### src/rtl/hb_ramp_pkg.sv
package hb_ramp_pkg;

  typedef enum logic [1:0] {
    ST_OFF_HIZ = 2'd0,
    ST_RAMP_UP = 2'd1,
    ST_RUN     = 2'd2,
    ST_RAMP_DN = 2'd3
  } ramp_st_e;

  // Quad half-bridge configuration: both the plain and the inverted variant.
  function automatic logic is_quad_hb(input logic [2:0] code);
    return (code == 3'b011) || (code == 3'b111);
  endfunction

endpackage

### src/rtl/hb_mode_gate.sv
module hb_mode_gate (
  input  logic [2:0] mode_code,
  input  logic       ramp_en,
  output logic       quad_mode,
  output logic       ramp_ok
);
  import hb_ramp_pkg::*;

  assign quad_mode = is_quad_hb(mode_code);
  assign ramp_ok   = ramp_en & quad_mode;
endmodule

### src/rtl/hb_step_div.sv
module hb_step_div #(
  parameter int unsigned DIV = 2
) (
  input  logic clk,
  input  logic rst_n,
  input  logic active,
  input  logic tick,
  output logic step
);
  generate
    if (DIV <= 1) begin : g_direct
      assign step = active & tick;
      assert_direct_step_R7: assert property (@(posedge clk) disable iff (!rst_n)
        step |-> active);
    end else begin : g_count
      localparam int CW = $clog2(DIV);
      localparam logic [CW-1:0] LAST = CW'(DIV - 1);
      logic [CW-1:0] cnt;

      always_ff @(posedge clk or negedge rst_n) begin
        if (!rst_n)      cnt <= '0;
        else if (!active) cnt <= '0;
        else if (tick)   cnt <= (cnt == LAST) ? '0 : cnt + 1'b1;
      end

      assign step = active & tick & (cnt == LAST);

      // With a divisor of two or more, two steps can never be adjacent.
      assert_step_spacing_R7: assert property (@(posedge clk) disable iff (!rst_n)
        step |=> !step);
    end
  endgenerate
endmodule

### src/rtl/hb_ramp_fsm.sv
module hb_ramp_fsm #(
  parameter int unsigned LEVEL_W = 10
) (
  input  logic               clk,
  input  logic               rst_n,
  input  logic               pair_rst_n,
  input  logic               ramp_ok,
  input  logic               up_step,
  input  logic               dn_step,
  output logic [LEVEL_W-1:0] level,
  output logic               up_active,
  output logic               dn_active,
  output logic               sw_en,
  output logic               out_hiz
);
  import hb_ramp_pkg::*;

  localparam logic [LEVEL_W-1:0] MID = LEVEL_W'(1) << (LEVEL_W - 1);
  localparam logic [LEVEL_W-1:0] ONE = LEVEL_W'(1);

  ramp_st_e           st, nxt_st;
  logic [LEVEL_W-1:0] nxt_lvl;

  function automatic logic [LEVEL_W-1:0] inc_lvl(input logic [LEVEL_W-1:0] v);
    return (v >= MID) ? MID : v + ONE;
  endfunction

  function automatic logic [LEVEL_W-1:0] dec_lvl(input logic [LEVEL_W-1:0] v);
    return (v == '0) ? '0 : v - ONE;
  endfunction

  always_comb begin
    nxt_st  = st;
    nxt_lvl = level;
    unique case (st)
      ST_OFF_HIZ: begin
        if (pair_rst_n) begin
          if (ramp_ok) begin
            nxt_st  = ST_RAMP_UP;
            nxt_lvl = '0;
          end else begin
            nxt_st  = ST_RUN;
            nxt_lvl = MID;
          end
        end
      end
      ST_RAMP_UP: begin
        if (!pair_rst_n) begin
          if (ramp_ok) nxt_st = ST_RAMP_DN;
          else begin
            nxt_st  = ST_OFF_HIZ;
            nxt_lvl = '0;
          end
        end else if (!ramp_ok || level >= MID) begin
          nxt_st  = ST_RUN;
          nxt_lvl = MID;
        end else if (up_step) begin
          nxt_lvl = inc_lvl(level);
          if (inc_lvl(level) == MID) nxt_st = ST_RUN;
        end
      end
      ST_RUN: begin
        nxt_lvl = MID;
        if (!pair_rst_n) begin
          if (ramp_ok) nxt_st = ST_RAMP_DN;
          else begin
            nxt_st  = ST_OFF_HIZ;
            nxt_lvl = '0;
          end
        end
      end
      ST_RAMP_DN: begin
        if (pair_rst_n) begin
          if (ramp_ok) nxt_st = ST_RAMP_UP;
          else begin
            nxt_st  = ST_RUN;
            nxt_lvl = MID;
          end
        end else if (!ramp_ok || level == '0) begin
          nxt_st  = ST_OFF_HIZ;
          nxt_lvl = '0;
        end else if (dn_step) begin
          nxt_lvl = dec_lvl(level);
          if (level == ONE) nxt_st = ST_OFF_HIZ;
        end
      end
      default: begin
        nxt_st  = ST_OFF_HIZ;
        nxt_lvl = '0;
      end
    endcase
  end

  always_ff @(posedge clk or negedge rst_n) begin
    if (!rst_n) begin
      st    <= ST_OFF_HIZ;
      level <= '0;
    end else begin
      st    <= nxt_st;
      level <= nxt_lvl;
    end
  end

  assign up_active = (st == ST_RAMP_UP);
  assign dn_active = (st == ST_RAMP_DN);
  assign sw_en     = (st == ST_RUN);
  assign out_hiz   = (st == ST_OFF_HIZ);

  assert_sw_at_bias_R9: assert property (@(posedge clk) disable iff (!rst_n)
    sw_en |-> level == MID);
  assert_level_cap_R9: assert property (@(posedge clk) disable iff (!rst_n)
    level <= MID);
  assert_fall_monotone_R3: assert property (@(posedge clk) disable iff (!rst_n)
    (dn_active && !pair_rst_n && ramp_ok) |=> level <= $past(level));
  assert_hiz_only_at_floor_R3: assert property (@(posedge clk) disable iff (!rst_n)
    (dn_active && !pair_rst_n && ramp_ok && level > ONE) |=> !out_hiz);
  assert_noramp_park_R4: assert property (@(posedge clk) disable iff (!rst_n)
    (!ramp_ok && !pair_rst_n) |=> out_hiz && level == '0);
  assert_noramp_run_R4: assert property (@(posedge clk) disable iff (!rst_n)
    (!ramp_ok && pair_rst_n) |=> sw_en);
  assert_reverse_keeps_level_R5: assert property (@(posedge clk) disable iff (!rst_n)
    (dn_active && pair_rst_n && ramp_ok) |=> up_active && level == $past(level));
  assert_rise_hold_R7: assert property (@(posedge clk) disable iff (!rst_n)
    (up_active && pair_rst_n && ramp_ok && !up_step && level < MID) |=> level == $past(level));
endmodule

### src/rtl/hb_bias_ramp_seq.sv
module hb_bias_ramp_seq #(
  parameter int unsigned LEVEL_W  = 10,
  parameter int unsigned UP_TICKS = 2,
  parameter int unsigned DN_TICKS = 6
) (
  input  logic               clk,
  input  logic               rst_n,
  input  logic               pair_rst_n,
  input  logic               ramp_en,
  input  logic [2:0]         mode_code,
  input  logic               rate_tick,
  output logic [LEVEL_W-1:0] ramp_level,
  output logic               sw_en,
  output logic               out_hiz
);
  logic quad_mode, ramp_ok;
  logic up_active, dn_active, up_step, dn_step;

  hb_mode_gate u_gate (
    .mode_code (mode_code),
    .ramp_en   (ramp_en),
    .quad_mode (quad_mode),
    .ramp_ok   (ramp_ok)
  );

  hb_step_div #(.DIV(UP_TICKS)) u_up_div (
    .clk    (clk),
    .rst_n  (rst_n),
    .active (up_active),
    .tick   (rate_tick),
    .step   (up_step)
  );

  hb_step_div #(.DIV(DN_TICKS)) u_dn_div (
    .clk    (clk),
    .rst_n  (rst_n),
    .active (dn_active),
    .tick   (rate_tick),
    .step   (dn_step)
  );

  hb_ramp_fsm #(.LEVEL_W(LEVEL_W)) u_fsm (
    .clk        (clk),
    .rst_n      (rst_n),
    .pair_rst_n (pair_rst_n),
    .ramp_ok    (ramp_ok),
    .up_step    (up_step),
    .dn_step    (dn_step),
    .level      (ramp_level),
    .up_active  (up_active),
    .dn_active  (dn_active),
    .sw_en      (sw_en),
    .out_hiz    (out_hiz)
  );

  // Outside quad half-bridge a parked pair goes straight to switching on release.
  assert_mode_gate_R6: assert property (@(posedge clk) disable iff (!rst_n)
    (!quad_mode && pair_rst_n && out_hiz) |=> sw_en);
  assert_flags_exclusive_R9: assert property (@(posedge clk) disable iff (!rst_n)
    !(sw_en && out_hiz));
endmodule

### config.mk
export PLATFORM = sky130hd
export DESIGN_NAME = hb_bias_ramp_seq
export DESIGN_NICKNAME = d
export VERILOG_FILES = /design/src/rtl/hb_ramp_pkg.sv /design/src/rtl/hb_mode_gate.sv /design/src/rtl/hb_step_div.sv /design/src/rtl/hb_ramp_fsm.sv /design/src/rtl/hb_bias_ramp_seq.sv
export SDC_FILE = /design/constraint.sdc
export NUM_CORES = 1
export LEC_CHECK = 0
export BUFFER_PORTS_ARGS = -buffer_cell sky130_fd_sc_hd__clkbuf_2
export CORE_ASPECT_RATIO = 0.5
export CORE_MARGIN = 10
export CORE_UTILIZATION = 40
export CTS_CLUSTER_DIAMETER = 40
export DETAILED_ROUTE_END_ITERATION = 10
export PLACE_DENSITY_LB_ADDON = 0.15
export SYNTH_ARGS = -nofsm -noshare
export SYNTH_HDL_FRONTEND = slang
export SYNTH_SLANG_ARGS = --single-unit
### constraint.sdc
create_clock -name clk -period 5.1 [get_ports clk]
set_clock_uncertainty 0.1 [all_clocks]
set_input_delay 0.765 -clock clk [delete_from_list [all_inputs] [get_ports clk]]
set_output_delay 0.765 -clock clk [all_outputs]
set_load 0.01 [all_outputs]
==> run_results.csv <==
group,metric,value,unit
power,p_sw,91.9,µW
power,power.clock.fraction,39.2,%
hold_path,worst_hold_path_type,"in -> async",
timing,drv_slew,0,
run,cap_viol_max_count,0,
logic_synthesis,synth_cells,155,
global_routing,vias_in_the_first_global_route,1118,
logic_synthesis,yosysUniqueCellTypes,51,
floorplan,row_count,14,
finish,filler_cell_count,332,
clocking,root_buffer,"sky130_fd_sc_hd__clkbuf_8",
placement,gpl.final_weighted_congestion,0.878,
timing,setup_viol_count_final,0,
logic_synthesis,number_of_flops_mapped_to_enable_cells_by_yosys,0,
placement,place.detailed.instances,204,
drt,drt.antenna.violating_nets,0,
critical_path,ff2ff_setup_slack,2.59,ns
critical_path,crit_path_max_fanout,10,
power,p_per_area,214,mW/mm²
timing,setup-tns-final,0,ns
critical_path,timing.setup.critical_path_class,"in -> reg",
logic_synthesis,synth_async_sr_flop_share,100,%
timing,post-route-period-util,49.5,%
power,power_frac_comb,16.3,%
logic_synthesis,synth.top_cells.by_area,"sky130_fd_sc_hd__dfrtp_1, sky130_fd_sc_hd__o21ai_0, sky130_fd_sc_hd__nor2_1",
global_routing,initial_antenna_violation_count,0,
floorplan,pin_count,20,
clocking,clock_tree_from_tritoncts,"built",
drt,drc_errors,0,
floorplan,coreArea,0.00305,mm²
clocking,cts_inserted_buffers,3,
critical_path,worst-endpoint-required,5.15,ns
power,power.leakage,0.605,nW
timing,final_hold_viol_count,0,
finish,antennaDiodeCount,0,
critical_path,arrival,2.57,ns
floorplan,die-height,60.3,µm
finish,instances_no_fill,208,
clocking,post-cts-setup-buffer-count,0,
logic_synthesis,ys_seq_area_share,30.8,%
clocking,cts-resized-gates,0,
clocking,clk_pin_slew,0.07,ns
drt,totalWireLength,3500,µm
timing,clock.fmax,396,MHz
finish,multiInputGateArea,826,µm²
timing,worst_pin_slew,0.848,ns
finish,finalNetCount,181,
critical_path,worst_r2r_endpoint,"u_fsm.level[2]",
floorplan,starting_density,42.6,%
drt,route.vias.total,1266,
logic_synthesis,synth.largest_area_cell,"sky130_fd_sc_hd__dfrtp_1",
logic_synthesis,synth.ff_latch_count,16,
power,finalPower,310,µW
placement,hpwl,2550,µm
clocking,clock-sinks,16,
logic_synthesis,yosys_warnings,0,
clocking,cts.path.max_buffers,2,
timing,timing.final.crit_period,2.52,ns
drt,drt-vias-per-instance,6.09,
timing,rsz_0062_raised_after_global_routing,"no",
finish,synthToLayoutAreaGrowth,11.2,%
critical_path,critical_path_sink_type,"register",
finish,most-common-layout-cells,"sky130_fd_sc_hd__clkbuf_2, sky130_fd_sc_hd__dfrtp_1, sky130_fd_sc_hd__nor2_1",
global_routing,grt_max_degree,17,
finish,post-route-util,47.4,%
power,design_internal_power,218,µW
logic_synthesis,syn_avg_cell_area,8.38,µm²
power,worst_ir_drop_vdd,104,µV
run_status,run_status,"finished clean",
global_routing,globalRoute.totalOverflow,0,
critical_path,startpoint_type,"input pin",
timing,holdWs,0.332,ns
placement,port-buffer-count,18,
clocking,worst_skew_pair.late_latency,0.26,ns
finish,drive_above_1_share,17.3,%
floorplan,die_area,0.00606,mm²
timing,timing.max_slew.rel_slack,43.0,%
power,power.sequential.fraction,44.5,%
clocking,htree_num_levels,1,
drt,detailedRoute.firstPassIterationCount,4,
critical_path,number_of_cells_on_the_worst_reg_to_reg_path,5,
logic_synthesis,synth.cell_area,0.00130,mm²
critical_path,r2r_start,"u_fsm.level[2]",
global_routing,grt_first_pass_wirelength,5610,µm
power,power_switching_share,29.7,%
logic_synthesis,syn-num-nets,167,
finish,most_common_cell_after_layout_fill_and_taps_aside,"sky130_fd_sc_hd__clkbuf_2",
drt,drt_iter0_drc,116,
global_routing,globalRouteTotalUtil,11.5,%
logic_synthesis,yosys.area.top_type_share,30.8,%
finish,final-seq-area,400,µm²
logic_synthesis,synthFlopType,"sky130_fd_sc_hd__dfrtp_1",
clocking,cts_hold_repair.buffers,0,
floorplan,dieWidth,101,µm
drt,routed_wire_length_per_instance,16.8,µm
layout make-up:
cell class / instances / share of cell area (%)
well taps: 40 / 3.47
repair buffers: 18 / 6.24
flip-flops and latches: 16 / 27.7
multi-input cells: 124 / 57.2
inverters: 6 / 1.56
clock buffers: 4 / 3.81
critical path, cell delays in order:
cell	delay, ns
sky130_fd_sc_hd__clkbuf_2	0.09
sky130_fd_sc_hd__nand3_1	0.21
sky130_fd_sc_hd__or3_4	0.42
sky130_fd_sc_hd__or3_1	0.51
sky130_fd_sc_hd__and2_4	0.28
sky130_fd_sc_hd__mux2_4	0.30
registers in the layout (all words and copies together) (netlist names):
name,count
u_up_div.g_count.cnt,1
u_fsm.st,2
u_dn_div.g_count.cnt,3
u_fsm.level,10
logic make-up after synthesis:
logic type | after synthesis | share of synthesized area [%]
mux | 5 | 4.62
compound gates | 43 | 24.3
buf+inv | 15 | 5.59
fa+ha+maj | 4 | 3.85
xor+xnor | 4 | 2.70
simple gates | 68 | 28.1
flops | 16 | 30.8
power groups by stage:
stage | registers, mW | logic, mW | clock network (mW)
after floorplan | 0.138 | 0.0353 | 0
after global placement | 0.140 | 0.0501 | 0
after detailed placement | 0.140 | 0.0504 | 0
after CTS | 0.137 | 0.0508 | 0.121
after global routing | 0.138 | 0.0564 | 0.126
final | 0.138 | 0.0505 | 0.121
per-stage QoR:
stage / setup WS [ns] / cell area [µm²]
floorplan: 2.48 / 1300
global placement: 2.32 / 1390
detailed placement: 2.33 / 1390
CTS: 2.60 / 1440
global route: 2.47 / 1440
finish: 2.58 / 1440
routing by layer:
metal	track usage [%]	wire, µm	vias up
li1	-	-	610
met1	16.2	1680	595
met2	16.5	1440	59
met3	3.34	350	2
met4	2.60	27	0
met5	0	0	-
Yosys cell counts (3+ instances only):
| cell | instances |
|---|---|
| sky130_fd_sc_hd__and3_1 | 4 |
| sky130_fd_sc_hd__nand2_1 | 10 |
| sky130_fd_sc_hd__mux2i_1 | 3 |
| sky130_fd_sc_hd__inv_1 | 6 |
| sky130_fd_sc_hd__nor3_1 | 6 |
| sky130_fd_sc_hd__a31oi_1 | 5 |
| sky130_fd_sc_hd__nand3_1 | 9 |
| sky130_fd_sc_hd__or3_1 | 3 |
| sky130_fd_sc_hd__xnor2_1 | 3 |
| sky130_fd_sc_hd__nand4_1 | 4 |
| sky130_fd_sc_hd__clkbuf_1 | 6 |
| sky130_fd_sc_hd__nor2_1 | 14 |
| sky130_fd_sc_hd__dfrtp_1 | 16 |
| sky130_fd_sc_hd__o21ai_0 | 11 |
| sky130_fd_sc_hd__nor4_1 | 3 |
| sky130_fd_sc_hd__a21oi_1 | 3 |
| sky130_fd_sc_hd__ha_1 | 4 |
| sky130_fd_sc_hd__a32o_1 | 5 |
worst max-delay path by stage:
| stage | from | endpoint | slack (ns) | depth (start not counted) |
|---|---|---|---|---|
| detailed placement | ramp_en | u_fsm.level[2] | 2.33 | 6 |
| CTS | ramp_en | u_fsm.level[1] | 2.60 | 6 |
| global placement | ramp_en | u_fsm.level[2] | 2.32 | 6 |
| finish | ramp_en | u_fsm.level[2] | 2.58 | 6 |
| floorplan | pair_rst_n | u_fsm.level[1] | 2.48 | 7 |
| global route | u_fsm.level[2] | u_fsm.level[1] | 2.47 | 5 |
Note: power is estimated with default switching activity, not from simulation.
